--- src/rtl/irq_nest_pkg.sv ---
package irq_nest_pkg;

    localparam int NSRC  = 6;
    localparam int SRC_W = $clog2(NSRC);
    localparam int NEXT  = 2;
    localparam int NTMR  = 2;

    // source indices; their order is the fixed in-level ranking
    localparam logic [SRC_W-1:0] SRC_EXT0 = SRC_W'(0);
    localparam logic [SRC_W-1:0] SRC_TMR0 = SRC_W'(1);
    localparam logic [SRC_W-1:0] SRC_EXT1 = SRC_W'(2);
    localparam logic [SRC_W-1:0] SRC_TMR1 = SRC_W'(3);
    localparam logic [SRC_W-1:0] SRC_SER  = SRC_W'(4);
    localparam logic [SRC_W-1:0] SRC_TMR2 = SRC_W'(5);

    localparam logic [15:0] VEC_BASE   = 16'h0003;
    localparam int          VEC_STRIDE = 3;  // log2 of byte spacing

    function automatic logic [15:0] vec_of(input logic [SRC_W-1:0] idx);
        return VEC_BASE + (16'(idx) << VEC_STRIDE);
    endfunction

    typedef struct packed {
        logic             req;
        logic [SRC_W-1:0] idx;
        logic             lvl;
        logic [NTMR-1:0]  tflag;
    } ctrl_st_t;

    typedef struct packed {
        logic pin;
        logic flag;
    } pin_st_t;

endpackage

--- src/rtl/irq_edge_unit.sv ---
module irq_edge_unit
    import irq_nest_pkg::*;
(
    input  logic clk,
    input  logic rst_n,
    input  logic pin_n,
    input  logic edge_mode,
    input  logic clr,
    output logic req,
    output logic flag
);
    pin_st_t st_d, st_q;
    logic    fall;

    always_comb begin
        st_d     = st_q;
        fall     = st_q.pin & ~pin_n;
        st_d.pin = pin_n;
        if (!edge_mode)
            st_d.flag = 1'b0;
        else if (fall)
            st_d.flag = 1'b1;
        else if (clr)
            st_d.flag = 1'b0;
    end

    always_ff @(posedge clk or negedge rst_n) begin
        if (!rst_n) begin
            st_q.pin  <= 1'b1;
            st_q.flag <= 1'b0;
        end else begin
            st_q <= st_d;
        end
    end

    assign req  = edge_mode ? st_q.flag : ~pin_n;
    assign flag = st_q.flag;

endmodule

--- src/rtl/irq_pick.sv ---
module irq_pick
    import irq_nest_pkg::*;
#(
    parameter int N = NSRC
) (
    input  logic [N-1:0]     pend,
    input  logic [N-1:0]     pri,
    input  logic [1:0]       in_svc,
    output logic             valid,
    output logic [SRC_W-1:0] idx,
    output logic             lvl
);
    logic [N-1:0]     hi_c, lo_c;
    logic             hi_v, lo_v;
    logic [SRC_W-1:0] hi_i, lo_i;
    logic             allow_hi, allow_lo;

    assign hi_c     = pend & pri;
    assign lo_c     = pend & ~pri;
    assign allow_hi = ~in_svc[1];
    assign allow_lo = ~in_svc[1] & ~in_svc[0];

    // scan downward so the lowest set index is the last one kept
    always_comb begin
        hi_v = 1'b0;
        hi_i = '0;
        lo_v = 1'b0;
        lo_i = '0;
        for (int i = N - 1; i >= 0; i--) begin
            if (hi_c[i]) begin
                hi_v = 1'b1;
                hi_i = SRC_W'(i);
            end
            if (lo_c[i]) begin
                lo_v = 1'b1;
                lo_i = SRC_W'(i);
            end
        end
    end

    always_comb begin
        valid = 1'b0;
        idx   = '0;
        lvl   = 1'b0;
        if (allow_hi && hi_v) begin
            valid = 1'b1;
            idx   = hi_i;
            lvl   = 1'b1;
        end else if (allow_lo && lo_v) begin
            valid = 1'b1;
            idx   = lo_i;
        end
    end

endmodule

--- src/rtl/irq_nest_track.sv ---
module irq_nest_track (
    input  logic       clk,
    input  logic       rst_n,
    input  logic       take,
    input  logic       take_lvl,
    input  logic       reti,
    output logic [1:0] in_svc
);
    logic [1:0] svc_d, svc_q;

    always_comb begin
        svc_d = svc_q;
        if (reti) begin
            if (svc_q[1])
                svc_d[1] = 1'b0;
            else
                svc_d[0] = 1'b0;
        end
        if (take)
            svc_d[take_lvl] = 1'b1;
    end

    always_ff @(posedge clk or negedge rst_n) begin
        if (!rst_n)
            svc_q <= 2'b00;
        else
            svc_q <= svc_d;
    end

    assign in_svc = svc_q;

endmodule

--- src/rtl/irq_nest_ctrl.sv ---
module irq_nest_ctrl
    import irq_nest_pkg::*;
(
    input  logic        clk,
    input  logic        rst_n,
    input  logic [7:0]  en_reg,
    input  logic [5:0]  pri_reg,
    input  logic [1:0]  ext_type,
    input  logic [1:0]  ext_pin_n,
    input  logic [1:0]  tmr_ovf,
    input  logic        ser_req,
    input  logic        t2_req,
    input  logic        ack,
    input  logic        reti,
    output logic        irq_req,
    output logic [15:0] irq_vec,
    output logic        irq_lvl,
    output logic [1:0]  in_svc,
    output logic [1:0]  ext_flag,
    output logic [1:0]  tmr_flag
);
    localparam logic [SRC_W-1:0] EXT_IDX [NEXT] = '{SRC_EXT0, SRC_EXT1};
    localparam logic [SRC_W-1:0] TMR_IDX [NTMR] = '{SRC_TMR0, SRC_TMR1};

    ctrl_st_t         st_d, st_q;
    logic [NEXT-1:0]  ext_req, ext_clr;
    logic [NTMR-1:0]  tmr_clr;
    logic [NSRC-1:0]  raw, pend;
    logic             take;
    logic             pk_valid, pk_lvl;
    logic [SRC_W-1:0] pk_idx;

    assign take = ack & st_q.req;

    for (genvar k = 0; k < NEXT; k++) begin : g_ext
        assign ext_clr[k] = take && (st_q.idx == EXT_IDX[k]);
        irq_edge_unit u_pin (
            .clk       (clk),
            .rst_n     (rst_n),
            .pin_n     (ext_pin_n[k]),
            .edge_mode (ext_type[k]),
            .clr       (ext_clr[k]),
            .req       (ext_req[k]),
            .flag      (ext_flag[k])
        );
    end

    for (genvar k = 0; k < NTMR; k++) begin : g_tmr
        assign tmr_clr[k] = take && (st_q.idx == TMR_IDX[k]);
    end

    always_comb begin
        raw           = '0;
        raw[SRC_EXT0] = ext_req[0];
        raw[SRC_TMR0] = st_q.tflag[0];
        raw[SRC_EXT1] = ext_req[1];
        raw[SRC_TMR1] = st_q.tflag[1];
        raw[SRC_SER]  = ser_req;
        raw[SRC_TMR2] = t2_req;
        pend          = raw & en_reg[NSRC-1:0] & {NSRC{en_reg[7]}};
    end

    irq_pick #(.N(NSRC)) u_pick (
        .pend   (pend),
        .pri    (pri_reg),
        .in_svc (in_svc),
        .valid  (pk_valid),
        .idx    (pk_idx),
        .lvl    (pk_lvl)
    );

    irq_nest_track u_track (
        .clk      (clk),
        .rst_n    (rst_n),
        .take     (take),
        .take_lvl (st_q.lvl),
        .reti     (reti),
        .in_svc   (in_svc)
    );

    always_comb begin
        st_d     = st_q;
        st_d.req = pk_valid & ~take;
        st_d.idx = pk_idx;
        st_d.lvl = pk_lvl;
        for (int k = 0; k < NTMR; k++) begin
            if (tmr_ovf[k])
                st_d.tflag[k] = 1'b1;
            else if (tmr_clr[k])
                st_d.tflag[k] = 1'b0;
        end
    end

    always_ff @(posedge clk or negedge rst_n) begin
        if (!rst_n)
            st_q <= '0;
        else
            st_q <= st_d;
    end

    assign irq_req  = st_q.req;
    assign irq_vec  = vec_of(st_q.idx);
    assign irq_lvl  = st_q.lvl;
    assign tmr_flag = st_q.tflag;

endmodule

--- config.mk ---
export PLATFORM = sky130hd
export DESIGN_NAME = irq_nest_ctrl
export DESIGN_NICKNAME = d
export VERILOG_FILES = /design/src/rtl/irq_nest_pkg.sv /design/src/rtl/irq_edge_unit.sv /design/src/rtl/irq_pick.sv /design/src/rtl/irq_nest_track.sv /design/src/rtl/irq_nest_ctrl.sv
export SDC_FILE = /design/constraint.sdc
export NUM_CORES = 1
export LEC_CHECK = 0
export BUFFER_PORTS_ARGS = -buffer_cell sky130_fd_sc_hd__buf_2
export CAP_MARGIN = 15
export CORE_MARGIN = 1
export CORE_UTILIZATION = 40
export CTS_CLUSTER_DIAMETER = 50
export DETAILED_ROUTE_END_ITERATION = 16
export PLACE_DENSITY = 0.7
export SLEW_MARGIN = 20
export SYNTH_ARGS = -nofsm -noshare
export SYNTH_HDL_FRONTEND = slang
export SYNTH_HIERARCHICAL = 1
export SYNTH_SLANG_ARGS = --single-unit
--- constraint.sdc ---
create_clock -name clk -period 2.25 [get_ports clk]
set_input_delay 0.5625 -clock clk [delete_from_list [all_inputs] [get_ports clk]]
set_output_delay 0.5625 -clock clk [all_outputs]
set_load 0.03 [all_outputs]
# Yosys cells after proc, flatten, opt, wreduce, memory -nomap -nowiden
# Index checks and enable logic that the tools add are counted.
# word_totals
regBits,13
input_bits,26
output_inout_bits,24
wordCells,90
# op_classes
addsub,1
n_lt_le_gt_ge,2
n_eq_ne,5
mux,46
bitwise,16
n_reduce_logical,10
# op_table
cell,count
$mux 3,14
$mux 1,29
$and 6x6->6,4
$add 2x6->7 const A,1
$logic_and 1x1->1,7
$eq 3x2->1 const B,2
$ne 3x1->1 const B,2
$not 6->6,1
$and 1x1->1,5
$not 1->1,5
$mux 2,2
$reduce_bool 2->1,2
$eq 3x1->1 const B,1
$logic_not 3->1,1
$lt 1x2->1 const B,1
$or 2x2->2,1
$demux 1 s1,1
$ge 1x1->1 const B,1

# Longest topological paths before layout
# logic_depth
word_depth,15
mapped_depth,8
depth_no_buf,8

# Cells and area by module
# Netlist, hierarchy kept.
# modules_own_cells
mod,n_inst,cells_each,area_per_inst_um2
irq_nest_ctrl,1,40,382.9
irq_pick,1,36,231.5
irq_edge_unit,2,7,91.3
irq_nest_track,1,8,81.3

# Worst setup path after synthesis
# Ideal clock, no wire load.
# synth_path
kind,input to register
from,in ext_type[1]
to,reg st_q[5] in the netlist's numbering
arrival_time_ns,1.595
required_time_ns,2.173
path_slack_ns,0.578
cell_stages,7
path_cell_list,nand2_1 o21ai_0 and3_1 or2b_2 nand4_2 or3b_1 a21oi_1
# synth_via
elab_chain_len,10
word_cells_on_any_way,21
cone_classes,15 x mux; 4 x bitwise; 2 x reduce/logical
# synth_lines
element,line,rtl
"start, declared",irq_nest_ctrl.sv:8,"input logic [1:0] ext_type,"
$mux 1 (*),irq_edge_unit.sv:36,assign req = edge_mode ? st_q.flag : ~pin_n;
net ext_req[1],irq_nest_ctrl.sv:26,"logic [NEXT-1:0] ext_req, ext_clr;"
$and 6x6->6 (*) (2 in series),irq_nest_ctrl.sv:60,pend = raw & en_reg[NSRC-1:0] & {NSRC{en_reg[7]}};
net pend[2],irq_nest_ctrl.sv:28,"logic [NSRC-1:0] raw, pend;"
$and 6x6->6,irq_pick.sv:19,assign lo_c = pend & ~pri;
$mux 1 (3 in series),irq_pick.sv:34,if (lo_c[i]) begin
$logic_and 1x1->1,irq_pick.sv:49,end else if (allow_lo && lo_v) begin
$mux 3,irq_pick.sv:49,
$mux 3 (*),irq_pick.sv:45,if (allow_hi && hi_v) begin
net pk_idx[2],irq_nest_ctrl.sv:31,logic [SRC_W-1:0] pk_idx;
"end signal, assigned",irq_nest_ctrl.sv:98,st_q <= st_d;
"end, declared",irq_nest_ctrl.sv:25,"ctrl_st_t st_d, st_q;"
# Mark *: on every way through the listed nets, which the timed path passes. The rest lies on a longest branch.
# A chain may end at the register's enable or synchronous reset.

==> impl_metrics.env <==
export IMPL_worst_setup_path_type="primary input to flip-flop"
export IMPL_use_met2=0.2500
export IMPL_die_h_um=48.86
export IMPL_cts_path_max_buffers=2
export IMPL_worst_setup_path_start_kind="primary input"
export IMPL_postCtsHoldBufs=0
export IMPL_row_count=16
export IMPL_gr_usage_met3=0.05607
export IMPL_multi_input_area_um2=471.7
export IMPL_cts_buffers_inserted=3
export IMPL_drtIter0Drc=10
export IMPL_chipWidth_um=48.86
export IMPL_grt_busiest_layer="met2"
export IMPL_drive_gt1_frac=0.3630
export IMPL_drc=0
export IMPL_avgViaCountPerCell=4.802
export IMPL_layout_nets=162
export IMPL_reg2reg_slack_ps=540
export IMPL_cts_resized=0
export IMPL_layout_area_overhead_vs_synth_pct=20.37
export IMPL_grt_pass1_vias=654
export IMPL_hold_ws_ps=164.2
export IMPL_yosys_cell_types_count=35
export IMPL_path_clk_slew_ps=80
export IMPL_grtUsageMet1=0.2055
export IMPL_ys_seq_area_frac=0.3732
export IMPL_hold_viol_final=0
export IMPL_synth_top_cell_by_area="dfrtp_1"
export IMPL_dr_pass1_iters=4
export IMPL_yosys_warnings=6
export IMPL_gp_congestion=0.7438
export IMPL_syn_avg_cell_area_um2=8.963
export IMPL_synth_async_sr_flop_share=1.000
export IMPL_max_stage_delay_ps=340
export IMPL_drv_cap=0
export IMPL_cts_tree="done"
export IMPL_fp_dieArea_um2=2387
export IMPL_yosysMostFrequentCell="buf_4"
export IMPL_fmax_mhz=577.1
export IMPL_grt_pass1_wl_um=2849
export IMPL_postLayoutCellArea_um2=1057
export IMPL_cp_arrival_ps=1950
export IMPL_p_per_area_nw_per_um2=641.8
export IMPL_setup_violations=0
export IMPL_dpl_cell_area_um2=1031
export IMPL_cp_end_kind="flip-flop"
export IMPL_status="finished, final reports clean"
export IMPL_finalCriticalPeriod_ps=1733
export IMPL_antenna_cells=0
export IMPL_finalClockSkew_ps=3.228
export IMPL_crit_chain="buf_2 -> o21ai_0 -> and3_1 -> or2b_2 -> nand4_2 -> o21bai_1 -> a21oi_1 -> and2_1"
export IMPL_setup_slack_ps=517.3
export IMPL_synth_top_area_share=0.3134
export IMPL_post_place_ws_ps=226.5
export IMPL_syn_area_um2=878.3
export IMPL_hp_class="primary input to asynchronous set/reset pin"
export IMPL_seqCellArea_um2=327.8
export IMPL_ir_drop_mv=0.4215
export IMPL_ant_nets=0
export IMPL_grt_antenna_before_repair=0
export IMPL_ios=50
export IMPL_insertion_delay_ps=270
export IMPL_cp_required_ps=2460
export IMPL_core_um2=2022
export IMPL_grt_use_total=0.1589
export IMPL_finalSetupTns_ps=0
export IMPL_ys_top_cells_by_count="buf_4, dfrtp_1, nand2_1"
export IMPL_wl_per_cell_um=11.19
export IMPL_p_leak_uw=0.0005617
export IMPL_vias=778
export IMPL_post_dp_hpwl_um=1474
export IMPL_synth_edf_count=0
export IMPL_htreeDepth=1
export IMPL_yosys_top_cells_area="dfrtp_1, buf_4, dfstp_2"
export IMPL_layoutNonFillerInstCount=162
export IMPL_clkSinkCount=13
export IMPL_port_buffers=35
export IMPL_initial_core_util=0.4344
export IMPL_grt_max_degree=14
export IMPL_cp_max_fo=4
export IMPL_postCtsSetupRepairBufs=0
export IMPL_drv_slew=0
export IMPL_cp_slowest_cell="or2b_2"
export IMPL_layout_worst_path_cycle_share=0.7701
export IMPL_rsz0062_at_grt="no"
export IMPL_ys_ff_latch=13
export IMPL_cts_root_buf="clkbuf_4"
export IMPL_dp_cells=158
export IMPL_nFillCells=205
export IMPL_syn_inst=98
export IMPL_ys_flop_type="dfrtp_1"
export IMPL_grt_overflow=0
export IMPL_drt_wl_total_um=1813
worst paths after layout:
kind,depth (start not counted),start,endpoint
max,8,ext_pin_n[0],irq_req
min,1,rst_n,st_q[5]
max reg2reg,6,g_ext[0].u_pin/flag,st_q[3]
min reg2reg,2,g_ext[0].u_pin/st_q[1],g_ext[0].u_pin/flag
max in group asynchronous,1,rst_n,g_ext[0].u_pin/st_q[1]
min in group clk,1,ext_pin_n[1],g_ext[1].u_pin/st_q[1]
kinds of logic after synthesis:
kind of cell / count (synthesis) / share of synthesized area
buf+inv: 19 / 0.1367
flops: 13 / 0.3732
other cells: 2 / 0.008550
simple gates: 43 / 0.3106
compound gates: 21 / 0.1709
cells in the final DEF (no fill, tap or decap), types with 2 or more instances in the layout:
| master | instances |
|---|---|
| a21boi_0 | 2 |
| a21boi_2 | 2 |
| a21oi_1 | 4 |
| and3_1 | 7 |
| buf_2 | 35 |
| clkbuf_4 | 3 |
| conb_1 | 13 |
| dfrtp_1 | 11 |
| dfstp_2 | 2 |
| inv_1 | 6 |
| nand2_1 | 11 |
| nand2b_1 | 5 |
| nand2b_4 | 2 |
| nor2_1 | 4 |
| o21ai_0 | 5 |
| or2b_2 | 2 |
where the power goes:
group	total [µW]	leakage (µW)	internal, µW	switching (µW)
Combinational	245	0.000391	85.3	160
Sequential	294	0.000156	265	28.9
Clock	139	0.0000150	68.6	70.4
critical path: cells and delay by family:
family	cells	cell delay, ps
and+or+nand+nor	4	850
AOI/OAI and AO/OA	3	430
buffers and inverters	1	110
cell type report:
type                            instances  share of cell area
Multi-Input combinational cell         77              0.4462
Sequential cell                        13              0.3101
Timing Repair Buffer                   35              0.1657
Tap cell                               27             0.03195
Clock buffer                            4             0.02485
Inverter                                6             0.02130
state kept, by name (all words and copies together) (netlist names):
signal and flops:
g_ext.u_pin/flag 2, g_ext.u_pin/st_q 2, irq_lvl 1, irq_req 1
st_q 3, tmr_flag 2, u_track/in_svc 2
per-layer routing:
layer  routed length, µm  up-vias  share of wire
met5                   0        -              0
met3                  90        0          0.050
met2                 870       29           0.48
li1                    -      386              -
met4                   0        0              0
met1                 852      363           0.47
through the flow:
step                        util  total power (µW)
final                     0.5229             678.6
after global routing      0.5229             729.7
after CTS                 0.5229             691.6
after detailed placement  0.5099             544.2
after global placement    0.5099             537.4
after floorplan                -             480.7
Power figures use the tool's default switching activity.
